`src/rtl/sdw_pkg.sv`:
```
package sdw_pkg;

  typedef enum logic [2:0] {
    ST_IDLE,
    ST_RD_ISSUE,
    ST_RD_WAIT,
    ST_WR_ISSUE,
    ST_CPL
  } sdw_state_e;

  typedef enum logic [1:0] {
    ACT_READ,
    ACT_WRITE,
    ACT_ABORT,
    ACT_DROP
  } sdw_action_e;

  localparam logic [2:0] CPL_SUCCESS = 3'b000;
  localparam logic [2:0] CPL_ABORT   = 3'b100;

  // byte index of the lowest enabled byte, 0 when none is enabled
  function automatic logic [1:0] first_byte(input logic [3:0] be);
    if (be[0])      first_byte = 2'd0;
    else if (be[1]) first_byte = 2'd1;
    else if (be[2]) first_byte = 2'd2;
    else if (be[3]) first_byte = 2'd3;
    else            first_byte = 2'd0;
  endfunction

endpackage

```
`src/rtl/sdw_req_classify.sv`:
```
module sdw_req_classify
  import sdw_pkg::*;
#(
  parameter int LEN_W = 10
) (
  input  logic             is_write,
  input  logic [LEN_W-1:0] len,
  input  logic [3:0]       be,
  input  logic [4:0]       addr_dw,
  output sdw_action_e      action,
  output logic [6:0]       low_addr
);

  localparam logic [LEN_W-1:0] ONE_DW = LEN_W'(1);

  logic single;
  assign single = (len == ONE_DW);

  always_comb begin
    if (is_write) action = single ? ACT_WRITE : ACT_DROP;
    else          action = single ? ACT_READ  : ACT_ABORT;
  end

  assign low_addr = {addr_dw, first_byte(be)};

endmodule

```
`src/rtl/sdw_addr_xlate.sv`:
```
module sdw_addr_xlate #(
  parameter int                IN_AW    = 32,
  parameter int                OUT_AW   = 32,
  parameter int                WIN_BITS = 12,
  parameter logic [OUT_AW-1:0] WIN_BASE = '0
) (
  input  logic [IN_AW-1:0]  in_addr,
  output logic [OUT_AW-1:0] out_addr
);

  localparam int OFS_W = WIN_BITS - 2;

  logic [OFS_W-1:0] dw_ofs;
  logic             unused_bits;

  assign dw_ofs      = in_addr[WIN_BITS-1:2];
  assign unused_bits = ^{in_addr[IN_AW-1:WIN_BITS], in_addr[1:0]};
  assign out_addr    = {WIN_BASE[OUT_AW-1:WIN_BITS], dw_ofs, 2'b00};

endmodule

```
`src/rtl/sdw_cpl_reg.sv`:
```
module sdw_cpl_reg
  import sdw_pkg::*;
#(
  parameter int RID_W = 16,
  parameter int TAG_W = 8,
  parameter int DW    = 32
) (
  input  logic             clk,
  input  logic             rst,
  input  logic             load,
  input  logic [2:0]       ld_status,
  input  logic             ld_has_data,
  input  logic [RID_W-1:0] ld_rid,
  input  logic [TAG_W-1:0] ld_tag,
  input  logic [6:0]       ld_lowaddr,
  input  logic [DW-1:0]    ld_data,
  output logic             cpl_valid,
  input  logic             cpl_ready,
  output logic [2:0]       cpl_status,
  output logic             cpl_has_data,
  output logic [RID_W-1:0] cpl_rid,
  output logic [TAG_W-1:0] cpl_tag,
  output logic [6:0]       cpl_lowaddr,
  output logic [DW-1:0]    cpl_data
);

  always_ff @(posedge clk) begin
    if (rst) begin
      cpl_valid    <= 1'b0;
      cpl_status   <= CPL_SUCCESS;
      cpl_has_data <= 1'b0;
      cpl_rid      <= '0;
      cpl_tag      <= '0;
      cpl_lowaddr  <= '0;
      cpl_data     <= '0;
    end else if (load) begin
      cpl_valid    <= 1'b1;
      cpl_status   <= ld_status;
      cpl_has_data <= ld_has_data;
      cpl_rid      <= ld_rid;
      cpl_tag      <= ld_tag;
      cpl_lowaddr  <= ld_lowaddr;
      cpl_data     <= ld_data;
    end else if (cpl_valid && cpl_ready) begin
      cpl_valid    <= 1'b0;
    end
  end

  AST_CPL_NO_OVERWRITE: assert property (@(posedge clk) disable iff (rst)
    load |-> !cpl_valid);
  AST_CPL_HOLD: assert property (@(posedge clk) disable iff (rst)
    cpl_valid && !cpl_ready |=> cpl_valid && $stable(cpl_rid) && $stable(cpl_tag)
      && $stable(cpl_lowaddr) && $stable(cpl_data) && $stable(cpl_status));
  AST_ABORT_NO_DATA: assert property (@(posedge clk) disable iff (rst)
    cpl_valid && (cpl_status == CPL_ABORT) |-> !cpl_has_data && (cpl_data == '0));

endmodule

```
`src/rtl/sdw_req_bridge.sv`:
```
module sdw_req_bridge
  import sdw_pkg::*;
#(
  parameter int                REQ_AW   = 32,
  parameter int                AVM_AW   = 32,
  parameter int                LEN_W    = 10,
  parameter int                RID_W    = 16,
  parameter int                TAG_W    = 8,
  parameter int                WIN_BITS = 12,
  parameter logic [AVM_AW-1:0] WIN_BASE = 32'h8000_0000
) (
  input  logic              clk,
  input  logic              rst,
  input  logic              req_valid,
  output logic              req_ready,
  input  logic              req_is_write,
  input  logic [LEN_W-1:0]  req_len,
  input  logic [REQ_AW-1:0] req_addr,
  input  logic [3:0]        req_be,
  input  logic [RID_W-1:0]  req_rid,
  input  logic [TAG_W-1:0]  req_tag,
  input  logic [31:0]       req_wdata,
  output logic [AVM_AW-1:0] avm_address,
  output logic              avm_read,
  output logic              avm_write,
  output logic [3:0]        avm_byteenable,
  output logic [31:0]       avm_writedata,
  input  logic [31:0]       avm_readdata,
  input  logic              avm_readdatavalid,
  input  logic              avm_waitrequest,
  output logic              cpl_valid,
  input  logic              cpl_ready,
  output logic [2:0]        cpl_status,
  output logic              cpl_has_data,
  output logic [RID_W-1:0]  cpl_rid,
  output logic [TAG_W-1:0]  cpl_tag,
  output logic [6:0]        cpl_lowaddr,
  output logic [31:0]       cpl_data
);

  localparam int DW   = 32;
  localparam int LA_W = 7;

  sdw_state_e          state;
  sdw_action_e         action;
  logic [LA_W-1:0]     req_lowaddr;
  logic [AVM_AW-1:0]   xl_addr;
  logic                accept;

  // request context kept for the completion
  logic [RID_W-1:0]    ctx_rid;
  logic [TAG_W-1:0]    ctx_tag;
  logic [LA_W-1:0]     ctx_lowaddr;

  // completion load bus
  logic                cpl_load;
  logic [2:0]          cpl_ld_status;
  logic                cpl_ld_has_data;
  logic [RID_W-1:0]    cpl_ld_rid;
  logic [TAG_W-1:0]    cpl_ld_tag;
  logic [LA_W-1:0]     cpl_ld_lowaddr;
  logic [DW-1:0]       cpl_ld_data;

  assign req_ready = (state == ST_IDLE);
  assign accept    = req_valid && req_ready;

  sdw_req_classify #(.LEN_W(LEN_W)) i_classify (
    .is_write (req_is_write),
    .len      (req_len),
    .be       (req_be),
    .addr_dw  (req_addr[6:2]),
    .action   (action),
    .low_addr (req_lowaddr)
  );

  sdw_addr_xlate #(
    .IN_AW    (REQ_AW),
    .OUT_AW   (AVM_AW),
    .WIN_BITS (WIN_BITS),
    .WIN_BASE (WIN_BASE)
  ) i_xlate (
    .in_addr  (req_addr),
    .out_addr (xl_addr)
  );

  // completion source selection: abort straight from the request, success from the bus
  always_comb begin
    cpl_load        = 1'b0;
    cpl_ld_status   = CPL_SUCCESS;
    cpl_ld_has_data = 1'b0;
    cpl_ld_rid      = ctx_rid;
    cpl_ld_tag      = ctx_tag;
    cpl_ld_lowaddr  = ctx_lowaddr;
    cpl_ld_data     = '0;
    if (state == ST_IDLE && accept && action == ACT_ABORT) begin
      cpl_load       = 1'b1;
      cpl_ld_status  = CPL_ABORT;
      cpl_ld_rid     = req_rid;
      cpl_ld_tag     = req_tag;
      cpl_ld_lowaddr = req_lowaddr;
    end else if (state == ST_RD_WAIT && avm_readdatavalid) begin
      cpl_load        = 1'b1;
      cpl_ld_has_data = 1'b1;
      cpl_ld_data     = avm_readdata;
    end
  end

  always_ff @(posedge clk) begin
    if (rst) begin
      state          <= ST_IDLE;
      avm_read       <= 1'b0;
      avm_write      <= 1'b0;
      avm_address    <= '0;
      avm_byteenable <= '0;
      avm_writedata  <= '0;
      ctx_rid        <= '0;
      ctx_tag        <= '0;
      ctx_lowaddr    <= '0;
    end else begin
      case (state)
        ST_IDLE: begin
          if (accept) begin
            ctx_rid     <= req_rid;
            ctx_tag     <= req_tag;
            ctx_lowaddr <= req_lowaddr;
            case (action)
              ACT_READ: begin
                avm_read       <= 1'b1;
                avm_address    <= xl_addr;
                avm_byteenable <= req_be;
                state          <= ST_RD_ISSUE;
              end
              ACT_WRITE: begin
                avm_write      <= 1'b1;
                avm_address    <= xl_addr;
                avm_byteenable <= req_be;
                avm_writedata  <= req_wdata;
                state          <= ST_WR_ISSUE;
              end
              ACT_ABORT: state <= ST_CPL;
              default:   state <= ST_IDLE;
            endcase
          end
        end
        ST_RD_ISSUE: begin
          if (!avm_waitrequest) begin
            avm_read <= 1'b0;
            state    <= ST_RD_WAIT;
          end
        end
        ST_RD_WAIT: begin
          if (avm_readdatavalid) state <= ST_CPL;
        end
        ST_WR_ISSUE: begin
          if (!avm_waitrequest) begin
            avm_write <= 1'b0;
            state     <= ST_IDLE;
          end
        end
        ST_CPL: begin
          if (cpl_valid && cpl_ready) state <= ST_IDLE;
        end
        default: state <= ST_IDLE;
      endcase
    end
  end

  sdw_cpl_reg #(.RID_W(RID_W), .TAG_W(TAG_W), .DW(DW)) i_cpl (
    .clk          (clk),
    .rst          (rst),
    .load         (cpl_load),
    .ld_status    (cpl_ld_status),
    .ld_has_data  (cpl_ld_has_data),
    .ld_rid       (cpl_ld_rid),
    .ld_tag       (cpl_ld_tag),
    .ld_lowaddr   (cpl_ld_lowaddr),
    .ld_data      (cpl_ld_data),
    .cpl_valid    (cpl_valid),
    .cpl_ready    (cpl_ready),
    .cpl_status   (cpl_status),
    .cpl_has_data (cpl_has_data),
    .cpl_rid      (cpl_rid),
    .cpl_tag      (cpl_tag),
    .cpl_lowaddr  (cpl_lowaddr),
    .cpl_data     (cpl_data)
  );

  AST_STROBE_EXCL: assert property (@(posedge clk) disable iff (rst)
    !(avm_read && avm_write));
  AST_RD_HOLD: assert property (@(posedge clk) disable iff (rst)
    avm_read && avm_waitrequest |=> avm_read && $stable(avm_address)
      && $stable(avm_byteenable));
  AST_WR_HOLD: assert property (@(posedge clk) disable iff (rst)
    avm_write && avm_waitrequest |=> avm_write && $stable(avm_address)
      && $stable(avm_byteenable) && $stable(avm_writedata));
  AST_BUSY_NO_READY: assert property (@(posedge clk) disable iff (rst)
    (avm_read || avm_write || cpl_valid) |-> !req_ready);
  AST_WR_POSTED: assert property (@(posedge clk) disable iff (rst)
    avm_write && !avm_waitrequest |=> req_ready && !cpl_valid);
  AST_CPL_AFTER_DATA: assert property (@(posedge clk) disable iff (rst)
    $rose(cpl_valid) && cpl_has_data |-> $past(avm_readdatavalid));

endmodule

```
`config.mk`:
```
export PLATFORM = sky130hd
export DESIGN_NAME = sdw_req_bridge
export DESIGN_NICKNAME = d
export VERILOG_FILES = /design/src/rtl/sdw_pkg.sv /design/src/rtl/sdw_req_classify.sv /design/src/rtl/sdw_addr_xlate.sv /design/src/rtl/sdw_cpl_reg.sv /design/src/rtl/sdw_req_bridge.sv
export SDC_FILE = /design/constraint.sdc
export NUM_CORES = 1
export LEC_CHECK = 0
export ABC_AREA = 1
export BUFFER_PORTS_ARGS = -buffer_cell sky130_fd_sc_hd__buf_2
export CAP_MARGIN = 10
export CORE_ASPECT_RATIO = 1.4
export CORE_MARGIN = 4
export CORE_UTILIZATION = 40
export DETAILED_ROUTE_END_ITERATION = 10
export GPL_TIMING_DRIVEN = 0
export PLACE_DENSITY_LB_ADDON = 0.2
export SYNTH_ARGS = -nofsm -noshare
export SYNTH_HDL_FRONTEND = slang
export SYNTH_HIERARCHICAL = 1
export SYNTH_SLANG_ARGS = --single-unit
```
`constraint.sdc`:
```
create_clock -name clk -period 4.95 [get_ports clk]
set_clock_uncertainty 0.15 [all_clocks]
set_input_delay 0.2475 -clock clk [delete_from_list [all_inputs] [get_ports clk]]
set_output_delay 0.2475 -clock clk [all_outputs]
set_load 0.03 [all_outputs]
```
==> impl_metrics.csv <==
group,metric,value,unit
run_status,status,"finished clean",
final_layout,mostFrequentLayoutCell,"buf_2",
power_and_ir_drop,leakage,5.16,nW
sta,worst_slack,1.84,ns
clock_network,cts_max_level,4,
hold_path,hp-class,"input pin to flop",
sta,final.setup.tns,0,ns
final_layout,drive_above_1_share,27.0,%
power_and_ir_drop,p_switching,1.16,mW
sta,worstMarginPinSlew,0.555,ns
synthesis,synth_warnings,6,
synthesis,synth_cell_types,28,
final_layout,area_growth,40.9,%
route,wl_per_cell,13.3,um
global_route,grt_max_degree,17,
clock_network,clk_pin_slew,0.07,ns
placed_design,gp_congestion,0.848,
clock_network,cts_buffer_depth,2,
worst_setup_path,critPathMaxFanout,10,
power_and_ir_drop,internal-power,2.56,mW
route,via_count,7289,
final_layout,fillerInstances,1726,
final_layout,nets,1474,
placed_design,dpl-instance-area,8720,sq um
clock_network,post_cts_resized,0,
die,die_x,121,um
sta,setup_viol,0,
power_and_ir_drop,combPwrFrac,22.3,%
global_route,grt_pass1_wl,34300,um
synthesis,synth_top_cell_area_share,48.4,%
sta,hold_violations,0,
global_route,grt_overflow,0,
die,core_region_area,17400,sq um
placed_design,hpwlAfterDp,15000,um
worst_setup_path,start_kind,"flop",
power_and_ir_drop,clock_power_share,35.5,%
clock_network,cts_sinks,172,
route,via_per_inst,4.61,
die,start_util,40.9,%
route,drc,0,
final_layout,final_cell_mix,"buf_2 (269), nor2_1 (247), dfxtp_1 (172)",
sta,hold_ws,0.0264,ns
power_and_ir_drop,peakVddDrop,0.198,mV
worst_setup_path,end_kind,"flop",
route,ant_nets,0,
sta,slew_headroom,63.0,%
global_route,grt_util_all_layers,20.8,%
worst_setup_path,crit_type,"flop to flop",
global_route,grt_antenna_before_repair,0,
final_layout,diodes,0,
sta,layout_min_cycle_time,3.11,ns
power_and_ir_drop,power_density,372,nW/um^2
clock_network,cts_buffers,17,
die,die_h,166,um
die,ios,280,
synthesis,syn_area,7120,sq um
die,rows,57,
route,dr.pass1.iters,5,
synthesis,synth_seq_cells,172,
flow_run,maxCapViolations,0,
sta,fin_crit_sh,62.8,%
placed_design,numPortBuffers,246,
sta,report.final.slew_viol_count,0,
route,drt_iter0_drc,353,
worst_setup_path,worstPathArrival,3.26,ns
synthesis,synth_largest_area_cell,"dfxtp_1",
power_and_ir_drop,p_sw_share,31.2,%
final_layout,design_area,10000,sq um
sta,rsz0062_at_grt,"no",
synthesis,syn_inst,975,
clock_network,cts_tree,"yes",
synthesis,synth_area_leaders,"dfxtp_1 (48%), nor2_1 (13%), o21ai_0 (9.4%), a21oi_1 (4.9%), nand2_1 (4.5%)",
clock_network,cts_root_buffer,"clkbuf_16",
synthesis,synth.avg_cell_area,7.30,sq um
route,routed_wl,21000,um
power_and_ir_drop,sequentialPowerShare,42.2,%
sta,max_clock_freq,0.322,GHz
power_and_ir_drop,fin_total_pwr,3.73,mW
die,die_area,20000,sq um
placed_design,pre_cts_ws,2.27,ns
worst_setup_path,required,5.10,ns
global_route,first_global_vias,7109,
synthesis,ys_seq_area_share,48.4,%
clock_network,clk_latency,0.42,ns
-- logic make-up (layout without fill, tap and decap cells) --
group	Yosys count	in the layout	share of synthesized area [%]
AO/OA/AOI/OAI	233	233	16.5
AND/OR/NAND/NOR	385	385	21.8
flip-flops	172	172	48.4
buffers and inverters	182	531	13.1
other	3	24	0.158
-- per-stage QoR --
step / std cells / util (%)
final: 1581 / 57.6
after global routing: 1581 / 57.6
after CTS: 1581 / 57.6
after detailed placement: 1478 / 50.1
after global placement: 1478 / 50.1
after floorplan: 996 / -
-- power groups by stage --
stage	clock [mW]	sequential, mW	combinational [mW]
2_1_floorplan	0	1.76	0.372
3_3_place_gp	0	1.60	0.782
3_5_place_dp	0	1.60	0.788
4_1_cts	1.36	1.57	0.838
5_1_grt	1.43	1.59	0.919
6_report	1.32	1.57	0.831
-- final timing paths --
check                         from                  to  slack, ns  cells past startpoint
setup / recovery          state[1]     i_cpl/cpl_valid       1.84                     12
setup reg to reg          state[1]     i_cpl/cpl_valid       1.84                     12
hold / removal    avm_readdata[27]  i_cpl/cpl_data[27]       0.03                      5
hold reg to reg    avm_address[13]     avm_address[13]       0.31                      2
-- registers in the layout, summed over array words and instances, names as in the netlist --
| name | cells |
|---|---|
| avm_address | 32 |
| avm_byteenable | 4 |
| avm_read | 1 |
| avm_write | 1 |
| avm_writedata | 32 |
| ctx_lowaddr | 7 |
| ctx_rid | 16 |
| ctx_tag | 8 |
| i_cpl/cpl_data | 32 |
| i_cpl/cpl_has_data | 1 |
| i_cpl/cpl_lowaddr | 7 |
| i_cpl/cpl_rid | 16 |
| i_cpl/cpl_status | 3 |
| i_cpl/cpl_tag | 8 |
| i_cpl/cpl_valid | 1 |
| state | 3 |
-- layout make-up --
cell class	instances	area, sq um	share of cell area [%]
tap	236	295	2.95
sequential	172	3440	34.3
inverter	79	297	2.96
multi-input combinational	642	2820	28.1
clock inverter	12	139	1.39
buffer	103	638	6.36
timing repair buffer	318	1950	19.5
clock buffer	19	443	4.42
-- synth_stat cells --
master    count
nor2_1      247
dfxtp_1     172
o21ai_0     133
nand2_1      85
inv_1        76
a21oi_1      69
nand3_1      43
buf_4        42
o21ai_1      28
clkbuf_1     25
buf_2        23
buf_6         8
clkbuf_2      4
conb_1        3
inv_2         3
nor3_1        2
a211oi_1      1
a21oi_2       1
and2_0        1
buf_1         1
nand2_2       1
nand2_4       1
nand4_1       1
nor2_2        1
nor2_4        1
nor2_8        1
nor3_4        1
o22ai_1       1
-- per-layer routing --
metal  GRT usage, %  wire (um)  up-vias
li1               -          -     3761
met1           24.0       8690     3278
met2           36.6      10400      205
met3           4.57       1150       45
met4           9.17        739        0
met5              0          0        -
-- timing repair --
action	in CTS	in global routing
setup buffers	0	0
hold endpoints to repair	78	0
hold buffers	72	0
-- worst max-delay path, stage by stage (launching register included) --
cell and delay (ns):
dfxtp_1 0.44, inv_2 0.12, nand2_4 0.14, nor2_8 0.07, nand2_1 0.11, clkbuf_1 0.44
nand2_1 0.26, buf_6 0.21, inv_2 0.10, buf_6 0.16, buf_6 0.16, a21oi_2 0.06
dlygate4sd3_1 0.56
Note: power is estimated with default switching activity, not from simulation.
